==> config.mk <==
export PLATFORM = sky130hd
export DESIGN_NAME = lapic_countdown
export DESIGN_NICKNAME = d
export VERILOG_FILES = /design/src/rtl/lapic_countdown.sv
export SDC_FILE = /design/constraint.sdc
export NUM_CORES = 1
export LEC_CHECK = 0
export BUFFER_PORTS_ARGS = -buffer_cell sky130_fd_sc_hd__buf_2
export CAP_MARGIN = 20
export CORE_MARGIN = 10
export CORE_UTILIZATION = 57
export CTS_CLUSTER_DIAMETER = 50
export CTS_CLUSTER_SIZE = 40
export DETAILED_ROUTE_END_ITERATION = 10
export PLACE_DENSITY = 0.8
export SETUP_SLACK_MARGIN = 0.05
export SYNTH_ARGS = -nofsm -noshare
export SYNTH_HDL_FRONTEND = slang
export SYNTH_SLANG_ARGS = --single-unit
==> constraint.sdc <==
create_clock -name clk -period 4.06 [get_ports clk]
set_input_delay 0.406 -clock clk [delete_from_list [all_inputs] [get_ports clk]]
set_output_delay 0.406 -clock clk [all_outputs]
set_load 0.05 [all_outputs]
==> src/rtl/lapic_countdown.sv <==
module lapic_countdown #(
  parameter int CNT_W = 32
) (
  input  logic        clk,
  input  logic        rst_n,
  input  logic        base_tick,
  input  logic        reg_wr,
  input  logic [1:0]  reg_addr,
  input  logic [31:0] reg_wdata,
  output logic [31:0] reg_rdata,
  output logic        irq,
  output logic [7:0]  irq_vec
);
  localparam int PRE_W = 7;

  logic [7:0]       lvt_vec_q;
  logic             lvt_mask_q;
  logic             lvt_per_q;
  logic [CNT_W-1:0] init_q;
  logic [CNT_W-1:0] cur_q;
  logic [3:0]       div_q;
  logic [PRE_W-1:0] pre_q;
  logic             armed_q;

  logic [2:0]       div_code;
  logic [2:0]       shift;
  logic [PRE_W-1:0] pre_mask;
  logic             scaled;
  logic             wr_lvt, wr_init, wr_div;
  logic             expire;

  assign div_code = {div_q[3], div_q[1:0]};
  assign shift    = div_code + 3'd1;
  assign pre_mask = PRE_W'((8'd1 << shift) - 8'd1);
  assign scaled   = base_tick && ((pre_q & pre_mask) == pre_mask);

  assign wr_lvt  = reg_wr && (reg_addr == 2'd0);
  assign wr_init = reg_wr && (reg_addr == 2'd1);
  assign wr_div  = reg_wr && (reg_addr == 2'd3);

  assign expire = scaled && (cur_q == '0) && (lvt_per_q || armed_q);

  always_ff @(posedge clk) begin
    if (!rst_n) begin
      lvt_vec_q  <= 8'h00;
      lvt_mask_q <= 1'b1;
      lvt_per_q  <= 1'b0;
      init_q     <= '0;
      cur_q      <= '0;
      div_q      <= 4'h0;
      pre_q      <= '0;
      armed_q    <= 1'b0;
      irq        <= 1'b0;
      irq_vec    <= 8'h00;
    end else begin
      irq <= 1'b0;
      if (wr_lvt) begin
        lvt_vec_q  <= reg_wdata[7:0];
        lvt_mask_q <= reg_wdata[16];
        lvt_per_q  <= reg_wdata[17];
      end
      if (wr_div)
        div_q <= reg_wdata[3:0] & 4'hB;
      if (wr_init) begin
        init_q  <= reg_wdata[CNT_W-1:0];
        cur_q   <= reg_wdata[CNT_W-1:0];
        pre_q   <= '0;
        armed_q <= |reg_wdata[CNT_W-1:0];
      end else begin
        if (base_tick)
          pre_q <= pre_q + 1'b1;
        if (scaled) begin
          if (cur_q != '0)
            cur_q <= cur_q - 1'b1;
          else if (lvt_per_q)
            cur_q <= init_q;
          else
            armed_q <= 1'b0;
        end
        if (expire) begin
          irq     <= !lvt_mask_q;
          irq_vec <= lvt_vec_q;
        end
      end
    end
  end

  always_comb begin
    case (reg_addr)
      2'd0:    reg_rdata = 32'({lvt_per_q, lvt_mask_q, 8'h00, lvt_vec_q});
      2'd1:    reg_rdata = 32'(init_q);
      2'd2:    reg_rdata = 32'(cur_q);
      default: reg_rdata = {28'h0, div_q};
    endcase
  end
endmodule

Word-level counts from Yosys, hierarchy flattened. Cells that the tools add are included.

Equality and inequality tests: 6. Add/sub/neg operators: 4. Bitwise gates (word level): 4. Reduce and logical (&&, ||, !) cells: 19. Shift operators: 1. Multiplexer cells: 9.

Operators with widths (number): two-way mux 32 bit (4); case mux 32 bit (3 select lines) (1); zero test 32 bit (1); nonzero test 32 bit (1); OR reduction 32 bit (1); subtractor 32 x 1 -> 32 bit (second input constant) (1); adder 7 x 1 -> 7 bit (second input constant) (1); bitwise AND 7 bit (1); equality test 7 bit (1); << shifter 1 x 3 -> 7 bit (first input constant) (1); subtractor 7 x 1 -> 7 bit (second input constant) (1); logical AND 1 bit (6); equality test 2 bit (second input constant) (2); two-way mux 1 bit (4); AND reduction 2 bit (2); adder 3 x 1 -> 3 bit (second input constant) (1); inverter 1 bit (3); AND reduction 3 bit (1); nonzero test 3 bit (1); OR reduction 3 bit (1); equality test 2 x 1 -> 1 bit (second input constant) (1); zero test 2 bit (1); inequality test 2 x 1 -> 1 bit (second input constant) (1); inequality test 2 bit (second input constant) (1); 4 further kinds (4).

Word-level logic and storage cells: 53. Bits of input ports: 38. Output and inout port bits: 41. Bits in registers: 94.

Depth between registers and ports, before layout. Gate-level depths: netlist of the first run.

Depth in word-level cells: 10. Gate-level depth with buffers: 12. Gate-level depth less buffers: 9.

Worst setup path after synthesis of the first run. OpenSTA, ideal clock, no wires.

Path type: reg2reg. From: reg cur_q[9]. To: reg cur_q[29]. Stages on the path, launching flop included: 11. Setup time: 122 ps. Slack: 1197 ps. Buffers on the path: 3. Data arrival time: 2741 ps. Cells stage by stage: dfxtp_1 or4_1 buf_2 or4_4 buf_6 or2_1 buf_6 or4_4 a32oi_1 o31a_1 o21ai_1.

Word-level cells in the longest chain between the ends: 4. Elaborated cells between the ends (all ways): 7. Those cells by class: add/sub: 1; mux: 3; reduce/logical: 3.

RTL lines: start: declaration (RTL line 20) `logic [CNT_W-1:0] cur_q;`; start signal: assignment (RTL line 66) `cur_q <= reg_wdata[CNT_W-1:0];`; start signal: assignment (RTL line 74) `cur_q <= cur_q - 1'b1;`; start signal: assignment (RTL line 76) `cur_q <= init_q;`; subtractor 32 x 1 -> 32 bit / nonzero test 32 bit (equally long branches) (RTL line 74, 73); two-way mux 32 bit (RTL line 73) `if (cur_q != '0)`; two-way mux 32 bit (RTL line 72) `if (scaled) begin`; two-way mux 32 bit (RTL line 64) `if (wr_init) begin`.

Parallel ways exist; a longest one is shown, timed or not. The select of a mux whose other input is x is not followed. A chain may end at the register's enable or synchronous reset.

Final worst setup path of the first run.
From: reg cur_q[20]. To: reg cur_q[16].

Word-level cells in the longest chain between the ends: 4. Elaborated cells between the ends (all ways): 6. Those cells by class: mux: 3; reduce/logical: 3.

RTL lines (RTL line): nonzero test 32 bit * (73); two-way mux 32 bit (73); two-way mux 32 bit (72); two-way mux 32 bit (64).

Every way passes the cells marked *; elsewhere a longest branch is shown, timed or not. The select of a mux whose other input is x is not followed.

==> results of run 1 <==
## Yosys cell counts (2+ instances only)
| cell | n |
|---|---|
| nor2b_1 | 16 |
| a21boi_0 | 42 |
| xnor2_1 | 13 |
| a221o_1 | 21 |
| a211oi_1 | 19 |
| mux4_2 | 3 |
| and2_1 | 2 |
| o2bb2ai_1 | 2 |
| o21bai_1 | 2 |
| or4_4 | 2 |
| a2bb2oi_1 | 2 |
| mux2i_1 | 22 |
| a31oi_1 | 3 |
| inv_1 | 4 |
| nand2b_1 | 3 |
| nor4_1 | 10 |
| nand4_1 | 5 |
| o31a_1 | 2 |
| buf_2 | 6 |
| a22oi_1 | 5 |
| xor2_1 | 12 |
| o41ai_1 | 2 |
| or3_1 | 11 |
| nor3_1 | 15 |
| dfxtp_1 | 94 |
| ha_1 | 4 |
| o21ai_1 | 2 |
| a21oi_1 | 9 |
| buf_1 | 2 |
| o21ai_0 | 29 |
| buf_6 | 2 |
| o31ai_1 | 3 |
| or4_1 | 6 |
| nand2_1 | 109 |
| a22o_1 | 22 |
| nor2_1 | 50 |
| nand3_1 | 12 |
| o221ai_1 | 2 |
| clkbuf_1 | 37 |
## logic make-up (layout without fill, tap and decap cells)
group / after synthesis / in the layout / share of synthesized area, %
AND/OR/NAND/NOR: 249 / 249 / 22.66
AO/OA/AOI/OAI: 172 / 172 / 25.13
flip-flops: 94 / 94 / 36.73
buffers and inverters: 51 / 107 / 4.176
multiplexers: 27 / 27 / 6.056
XOR/XNOR: 25 / 25 / 4.274
adder cells (fa/ha/maj): 4 / 4 / 0.9768
## state kept, by name, indices dropped and copies added (netlist names)
signal / flops
irq: 1
lvt_vec_q: 8
lvt_mask_q: 1
div_q: 3
init_q: 32
irq_vec: 8
pre_q: 7
armed_q: 1
cur_q: 32
lvt_per_q: 1
## placed cells by master (no fill, tap or decap), drive strengths merged, types with 3 or more instances in the layout
| master | n |
|---|---|
| nand2 | 109 |
| dfxtp | 94 |
| buf | 90 |
| nor2 | 50 |
| a21boi | 42 |
| o21ai | 31 |
| mux2i | 22 |
| a22o | 22 |
| a221o | 21 |
| a211oi | 19 |
| nor3 | 16 |
| nor2b | 16 |
| xnor2 | 13 |
| nand3 | 12 |
| xor2 | 12 |
| or3 | 11 |
| nor4 | 11 |
| clkbuf | 11 |
| a21oi | 10 |
| or4 | 8 |
| nand4 | 5 |
| a22oi | 5 |
| inv | 4 |
| ha | 4 |
| mux4 | 3 |
| nand2b | 3 |
| o31ai | 3 |
| a31oi | 3 |
## worst max-delay path: stages (launching register included)
cell      delay (ns)
dfxtp_1         0.38
or4_1           0.66
nor4_1          0.49
and4_1          0.44
nand2b_1        0.13
a21oi_2         0.56
buf_4           0.36
a22oi_1         0.12
o21ai_0         0.07
## final cells by class
type	count	area share, %
clock buffers	11	2.466
clock inverters	2	0.6110
inverters	4	0.2618
multi-input cells	477	52.89
flip-flops and latches	94	32.82
well taps	108	2.357
repair buffers	90	8.597
## worst max-delay path by stage
stage,endpoint,slack (ns),cells after the start
after global routing,cur_q[16]$_SDFFE_PN0P_,0.62,8
final,cur_q[16]$_SDFFE_PN0P_,0.76,8
after floorplan,cur_q[29]$_SDFFE_PN0P_,1.20,10
after CTS,cur_q[16]$_SDFFE_PN0P_,0.83,8
after global placement,cur_q[16]$_SDFFE_PN0P_,1.08,8
after detailed placement,cur_q[16]$_SDFFE_PN0P_,0.88,8
## per-stage QoR
stage	power, mW	utilization [%]	cell area, µm²	worst slack [ns]	hold WS (ns)
4_1_cts	2.107	65.75	5734	0.8323	0.2932
2_1_floorplan	1.390	-	5124	1.197	0.4474
5_1_grt	2.212	65.75	5734	0.6171	0.3000
3_3_place_gp	1.497	63.73	5558	1.082	0.4638
3_5_place_dp	1.511	63.73	5558	0.8820	0.4750
6_report	2.113	65.75	5734	0.7636	0.2993
## report_power, final
part	switching (mW)	internal (mW)
registers	0.0399	0.954
clock network	0.317	0.291
logic	0.326	0.186
## metal layers
layer	up-vias	track usage (%)	wire length (µm)
met1	2382	28.96	6268
li1	2355	-	-
met3	25	4.271	1218
met4	0	7.261	259
met2	231	36.73	7080
met5	-	0	0
==> out/qor.csv, run 1 <==
metric,value,unit
status,completed,
Worst Path Required,4.36,ns
CORE AREA,8721,µm²
Final nets,718,
post-synthesis cell area,5124,µm²
worst hold-check path type,input pin to flop,
Fmax,303.4,MHz
I/O Buffers,78,
Max transition margin,37.56,%
Slew Limit Fails,0,
async set or reset register ratio after synthesis,0,%
CTS resizes,0,
GP Congestion,0.9245,
Final Cycle Share,81.19,%
die area,13180,µm²
register area,1882,µm²
TritonCTS buffer count,9,
antenna diode count,0,
largest cells by area after synthesis,"dfxtp_1 37%, nand2_1 8.0%, a21boi_0 6.2%",
r2r endpoint,cur_q[16]$_SDFFE_PN0P_,
Syn Inst Count,622,
main flop type after synthesis,dfxtp_1,
"Seq/Total Area, Yosys",36.73,%
FF-to-FF Start,cur_q[20]$_SDFFE_PN0P_,
unrepaired setup endpoints after global routing,no,
vias in the first global route,4896,
clock sinks,94,
insertion delay to the later sink of the worst-skew pair,0.36,ns
skew final,0.01134,ns
leakage power,2.306,nW
CTS Buffer Depth,2,
Clk Tree Root Cell,clkbuf_8,
CTS tree,done,
Synth Area per Inst,8.237,µm²
reg2reg path depth,8,
startpoint types,flop,
gr usage total,22.37,%
Antenna Violating Nets Remaining,0,
min-delay src,reg_wdata[23],
Max Cap Viol,0,
setup bufs post-CTS,0,
DRC viols,0,
vias per cell,6.352,
Hold Path Sink,cur_q[23]$_SDFFE_PN0P_,
top cell type's share of synthesized area,36.73,%
Cell Rows,34,
Worst-path clk slew,0.09,ns
critical-path maximum fanout,16,
Synth warnings,0,
reg2reg setup slack,0.76,ns
maximum vdd ir drop,0.0002249,V
worst slew pin tran,0.9367,ns
number of synthesized flops with an enable pin,0,
fin cells,786,
Die X,114.8,µm
footprint of the multi-input gates,3033,µm²
largest net degree at the start of global routing,62,
power per cell area,368.5,nW/µm²
"Hold-fix buffers, CTS",0,
Die Height,114.8,µm
flop and latch count out of synthesis,94,
Initial Util,58.75,%
Detail Placement HPWL,10330,µm
Synth Net Count,664,
initial antenna violation count,0,
vias after detailed routing,4993,
"Distinct cells, synth",54,
placed cell count,773,
Worst Setup SP,cur_q[20]$_SDFFE_PN0P_,
setup_tns,0,ns
crit path kind,flop to flop,
Final setup violation count,0,
worst endpoint data arrival time,3.59,ns
Tmin final,3.296,ns
fillcell total,736,
grt ovf,0,
first-pass GRT wire length,24440,µm
post-synth top area cell,dfxtp_1,
CP Capture Type,flop,
share of layout cells above drive strength 1,16.81,%
routed len/inst,18.86,µm
number of top-level pins,79,
Syn-to-layout area delta,11.92,%
DRT Pass-1 Iters,5,
drt total wl,14830,µm
WHS Path Cells,2,
CTS H-Tree Depth,3,
DRT iter0 DRCs,467,
Fin. Hold Viols,0,
Power figures use the tool's default switching activity.
==> run 2, diff against run 1 <==
CORE_UTILIZATION = 52   (was 57)
PLACE_DENSITY = 0.77   (was 0.8)
clock period = 2.77 ns   (was 4.06 ns; I/O delays follow)
==> out/qor.csv, run 2 (same netlist as run 1, synthesis figures left out) <==
metric,value,unit,change
status,completed,,
GP Congestion,0.9078,,-1.8%
CTS H-Tree Depth,3,,unchanged
Design Power,3.144,mW,+49%
DRC viols,0,,unchanged
worst endpoint data arrival time,2.87,ns,-0.72 ns
Initial Util,52.91,%,-5.8 points
setup_tns,0,ns,unchanged
Top Registers,"cur_q x32, init_q x32",,
CTS tree,done,,
clock sinks,94,,unchanged
cell mode on critical path,or4_4,,
power per cell area,529.7,nW/µm²,+44%
Hold Path Sink,cur_q[20]$_SDFFE_PN0P_,,
TritonCTS buffer count,9,,unchanged
reg2reg setup slack,0.17,ns,-0.59 ns
Slew Limit Fails,0,,unchanged
vias after detailed routing,4985,,-0.16%
worst hold-check path type,input pin to flop,,
DRT iter0 DRCs,499,,+6.9%
Cell Rows,36,,+5.9%
Worst-path clk slew,0.09,ns,about the same
DRT Pass-1 Iters,5,,unchanged
Logic pwr share,25.8,%,+1.6 points
CP Capture Type,flop,,
antenna diode count,0,,unchanged
"Hold-fix buffers, CTS",0,,unchanged
FF-to-FF Start,cur_q[10]$_SDFFE_PN0P_,,
Clk Tree Root Cell,clkbuf_8,,
routed len/inst,18.20,µm,-3.5%
first-pass GRT wire length,24890,µm,+1.8%
Die Height,119.3,µm,+3.9%
Fmax,385.2,MHz,+27%
crit path kind,flop to flop,,
Max Cap Viol,0,,unchanged
WHS Path Cells,3,,+1
worst slew pin tran,0.5485,ns,-0.3881 ns
gr usage total,21.05,%,-1.3 points
CTS Buffer Depth,2,,unchanged
Syn-to-layout area delta,15.85,%,
CORE AREA,9684,µm²,+11%
unrepaired setup endpoints after global routing,no,,
largest net degree at the start of global routing,62,,unchanged
I/O Buffers,78,,unchanged
Worst path top cell family by delay,simple AND/OR/NAND/NOR gates,,
Tmin final,2.596,ns,-0.7002 ns
"Largest stage delay, worst path",0.54,ns,-0.12 ns
min-delay src,reg_wdata[20],,
vias in the first global route,4960,,+1.3%
Fin. Hold Viols,0,,unchanged
Final setup violation count,0,,unchanged
Slowest cell on crit path,or4_1,,
vias per cell,6.006,,-5.5%
setup bufs post-CTS,0,,unchanged
Max transition margin,63.43,%,+26 points
Clock Power Share,28.0,%,-0.8 points
startpoint types,flop,,
sequential share of power,46.2,%,-0.8 points
Antenna Violating Nets Remaining,0,,unchanged
leakage power,2.412,nW,+4.6%
"Critical Path, Cell by Cell",or4_1 -> or4_4 -> or2_4 -> or4_4 -> a32oi_1 -> o31a_1 -> o21ai_1,,
Final nets,735,,+2.4%
fillcell total,857,,+16%
worst path bufs/invs,0,,-1
share of layout cells above drive strength 1,20.66,%,+3.8 points
skew final,0.01003,ns,-0.001306 ns
number of top-level pins,79,,unchanged
reg2reg path depth,7,,-1
insertion delay to the later sink of the worst-skew pair,0.38,ns,+0.02 ns
Die X,119.3,µm,+3.9%
Int Pwr,2.114,mW,+48%
Final Cycle Share,93.73,%,+13 points
net switching power,1.030,mW,+51%
"commonest non-fill, non-tap cell in the layout",nand2_1,,
r2r endpoint,cur_q[29]$_SDFFE_PN0P_,,
Worst Path Required,3.04,ns,-1.32 ns
die area,14220,µm²,+7.9%
most frequent cells in the layout,"109 x nand2_1, 92 x dfxtp_1, 78 x buf_2",,
drt total wl,15100,µm,+1.9%
initial antenna violation count,0,,unchanged
maximum vdd ir drop,0.0003597,V,+60%
Detail Placement HPWL,10510,µm,+1.7%
switching part of the total,32.77,%,+0.47 points
critical-path maximum fanout,6,,-10
grt ovf,0,,unchanged
-- run 2: cell types whose count changed in the layout (fill, tap and decap cells not counted), sizes merged --
cell    change
buf        +17
clkinv      +2
bufinv      -1
clkbuf      +1
-- run 2: worst register-to-register path: stages, from the launching register on --
cell and delay (ns):
dfxtp_2 0.36, or4_1 0.54, or4_4 0.50, or2_4 0.28
or4_4 0.43, a32oi_1 0.17, o31a_1 0.15, o21ai_1 0.07
-- run 2: routing by layer --
layer / wire, µm / up-vias / track usage [%]
met1: 6728 / 2403 / 27.03
met5: 0 / - / 0
li1: - / 2394 / -
met3: 1045 / 16 / 5.668
met2: 7161 / 172 / 34.20
met4: 168 / 0 / 5.344
-- run 2: final cells by class --
type | instances | area [µm²] | area share [%]
inverters | 4 | 15.01 | 0.2530
multi-input cells | 477 | 3074 | 51.79
clock buffers | 12 | 165.2 | 2.782
repair buffers | 107 | 611.8 | 10.31
clock inverters | 3 | 18.77 | 0.3162
flip-flops and latches | 94 | 1884 | 31.75
well taps | 133 | 166.4 | 2.804
-- run 2: through the flow --
| stage | cells | worst slack, ns | area [µm²] | util, % | hold slack, ns |
|---|---|---|---|---|---|
| after global placement | 815 | 0.1244 | 5713 | 58.99 | 0.4643 |
| final | 830 | 0.1738 | 5936 | 61.29 | 0.1495 |
| after global routing | 830 | 0.05117 | 5936 | 61.29 | 0.1509 |
| after detailed placement | 815 | 0.04826 | 5713 | 58.99 | 0.4716 |
| after CTS | 830 | 0.05693 | 5903 | 60.96 | 0.1341 |
| after floorplan | 622 | -0.03955 | 5139 | - | 0.3855 |
-- run 2: power groups by stage --
stage	Sequential, mW	Combinational [mW]	Clock [mW]
2_1_floorplan	1.47	0.574	0
3_3_place_gp	1.48	0.766	0
4_1_cts	1.45	0.788	0.897
5_1_grt	1.46	0.887	0.948
3_5_place_dp	1.48	0.780	0
6_report	1.45	0.811	0.880
-- run 2: repair_timing --
item,4_1_cts,5_1_grt
cloned,0,0
endpoints found under the setup margin,2,30
gates resized for setup,1,8
-- run 2: worst max-delay path by stage --
stage / start / end / slack (ns) / cells past startpoint
after floorplan: cur_q[12]$_SDFFE_PN0P_ / cur_q[29]$_SDFFE_PN0P_ / -0.04 / 10
final: cur_q[10]$_SDFFE_PN0P_ / cur_q[29]$_SDFFE_PN0P_ / 0.17 / 7
after CTS: div_q[1]$_SDFFE_PN0P_ / cur_q[1]$_SDFFE_PN0P_ / 0.06 / 9
after global routing: cur_q[10]$_SDFFE_PN0P_ / cur_q[18]$_SDFFE_PN0P_ / 0.05 / 8
after global placement: cur_q[10]$_SDFFE_PN0P_ / cur_q[29]$_SDFFE_PN0P_ / 0.12 / 7
after detailed placement: cur_q[21]$_SDFFE_PN0P_ / cur_q[22]$_SDFFE_PN0P_ / 0.05 / 8
==> run 3, diff against run 2 <==
RECOVER_POWER = 100   (was not set)
==> out/qor.csv, run 3 (same netlist as run 1, synthesis figures left out) <==
metric,value,unit,change
status,completed,,
die area,14220,µm²,unchanged
worst hold-check path type,input pin to flop,,
DRT iter0 DRCs,488,,-2.2%
maximum vdd ir drop,0.0003560,V,-1.0%
routed len/inst,18.19,µm,about the same
Fmax,377.7,MHz,-1.9%
Clk Tree Root Cell,clkbuf_8,,
Clock Power Share,28.2,%,+0.2 points
CTS H-Tree Depth,3,,unchanged
CORE AREA,9684,µm²,unchanged
I/O Buffers,78,,unchanged
insertion delay to the later sink of the worst-skew pair,0.38,ns,about the same
most frequent cells in the layout,"109 x nand2_1, 92 x dfxtp_1, 49 x nor2_1",,
CP Capture Type,flop,,
"commonest non-fill, non-tap cell in the layout",nand2_1,,
wl on met1,6611,µm,-1.7%
DRT Pass-1 Iters,7,,+2
setup_tns,0,ns,unchanged
Max Cap Viol,0,,unchanged
Initial Util,52.91,%,unchanged
first-pass GRT wire length,24890,µm,unchanged
antenna diode count,0,,unchanged
CTS Buffer Depth,2,,unchanged
power per cell area,533.1,nW/µm²,+0.66%
TritonCTS buffer count,9,,unchanged
Antenna Violating Nets Remaining,0,,unchanged
Tmin final,2.648,ns,+0.05140 ns
"Hold-fix buffers, CTS",0,,unchanged
vias in the first global route,4960,,unchanged
drt total wl,15100,µm,about the same
Cell Rows,36,,unchanged
sequential share of power,46.3,%,about the same
DRC viols,0,,unchanged
number of top-level pins,79,,unchanged
cell mode on critical path,or4_1,,
worst slew pin tran,0.9858,ns,+0.4373 ns
Final nets,735,,unchanged
Worst Path Required,3.04,ns,about the same
met2 WL post-DR,7111,µm,-0.70%
startpoint types,flop,,
"Critical Path, Cell by Cell",or4_1 -> or4_4 -> or2_4 -> or4_1 -> a32oi_1 -> o31a_1 -> o21ai_1,,
switching part of the total,32.89,%,+0.12 points
unrepaired setup endpoints after global routing,no,,
fin area,5881,µm²,-0.93%
Worst-path clk slew,0.09,ns,about the same
worst endpoint data arrival time,2.92,ns,+0.05 ns
clock sinks,94,,unchanged
Syn-to-layout area delta,14.77,%,
critical-path maximum fanout,6,,unchanged
Int Pwr,2.104,mW,-0.45%
Slowest cell on crit path,or4_1,,
share of layout cells above drive strength 1,17.22,%,-3.4 points
Final Cycle Share,95.58,%,+1.9 points
Detail Placement HPWL,10510,µm,unchanged
CTS tree,done,,
vias after detailed routing,5044,,+1.2%
Die Height,119.3,µm,unchanged
top layer in use,met4,,
setup bufs post-CTS,0,,unchanged
largest net degree at the start of global routing,62,,unchanged
"Largest stage delay, worst path",0.61,ns,+0.07 ns
Fin. Hold Viols,0,,unchanged
initial antenna violation count,0,,unchanged
Max transition margin,34.28,%,-29 points
Logic pwr share,25.5,%,-0.3 points
placed cell area,5713,µm²,unchanged
DR WL met3,1181,µm,+13%
Slew Limit Fails,0,,unchanged
Top Registers,"cur_q x32, init_q x32",,
Die X,119.3,µm,unchanged
vias per cell,6.077,,+1.2%
leakage power,2.303,nW,-4.5%
Worst path top cell family by delay,simple AND/OR/NAND/NOR gates,,
crit path kind,flop to flop,,
skew final,0.008440,ns,-0.001592 ns
worst path bufs/invs,0,,unchanged
Final setup violation count,0,,unchanged
net switching power,1.031,mW,about the same
GP Congestion,0.9078,,unchanged
gr usage total,21.05,%,unchanged
grt ovf,0,,unchanged
run 3: changes by cell type in the layout (fill, tap and decap cells not counted), sizes merged:
| cell | before | now |
|---|---|---|
| clkbuf | 12 | 59 |
| buf | 107 | 60 |
run 3: per-layer routing:
| metal | track usage (%) | up-vias |
|---|---|---|
| li1 | - | 2397 |
| met1 | 27.03 | 2426 |
| met2 | 34.20 | 198 |
| met3 | 5.668 | 23 |
| met4 | 5.344 | 0 |
| met5 | 0 | - |
run 3: power by group through the flow:
stage                     sequential (mW)  combinational, mW  clock (mW)
after floorplan                      1.47              0.574           0
after global placement               1.48              0.766           0
after detailed placement             1.48              0.780           0
after CTS                            1.45              0.788       0.897
after global routing                 1.46              0.876       0.948
final                                1.45              0.800       0.883
run 3: tightest hold or removal path, cell delays in order:
cell	delay, ns
buf_2	0.11
nand2_1	0.05
o31ai_1	0.06
run 3: final timing paths:
kind | cells past startpoint | slack (ns) | endpoint | start
min reg2reg | 2 | 0.48 | init_q[12]$_SDFFE_PN0P_ | init_q[12]$_SDFFE_PN0P_
max | 7 | 0.12 | cur_q[29]$_SDFFE_PN0P_ | cur_q[13]$_SDFFE_PN0P_
max reg2reg | 7 | 0.12 | cur_q[29]$_SDFFE_PN0P_ | cur_q[13]$_SDFFE_PN0P_
min | 3 | 0.15 | cur_q[20]$_SDFFE_PN0P_ | reg_wdata[20]
run 3: layout make-up:
class | instances | area (µm²)
fillers | 884 | 3804
flip-flops and latches | 94 | 1884
well taps | 133 | 166.4
multi-input cells | 477 | 3055
clock inverters | 3 | 18.77
repair buffers | 107 | 575.6
inverters | 4 | 15.01
clock buffers | 12 | 165.2
run 3: stage by stage:
stage          instances  utilization (%)  hold WS, ns  total power [mW]  worst slack, ns
3_5_place_dp         815            58.99       0.4716             2.263          0.04826
3_3_place_gp         815            58.99       0.4643             2.246           0.1244
5_1_grt              830            60.72       0.1509             3.284          0.03090
4_1_cts              830            60.96       0.1341             3.136          0.05693
6_report             830            60.72       0.1539             3.135           0.1224
2_1_floorplan        622                -       0.3855             2.042         -0.03955
run 3: timing repair:
item                                    in CTS  in global routing
gates cloned                                 0                  0
resized for setup                            1                  8
endpoints found under the setup margin       2                 30
pin swaps                                    0                  0
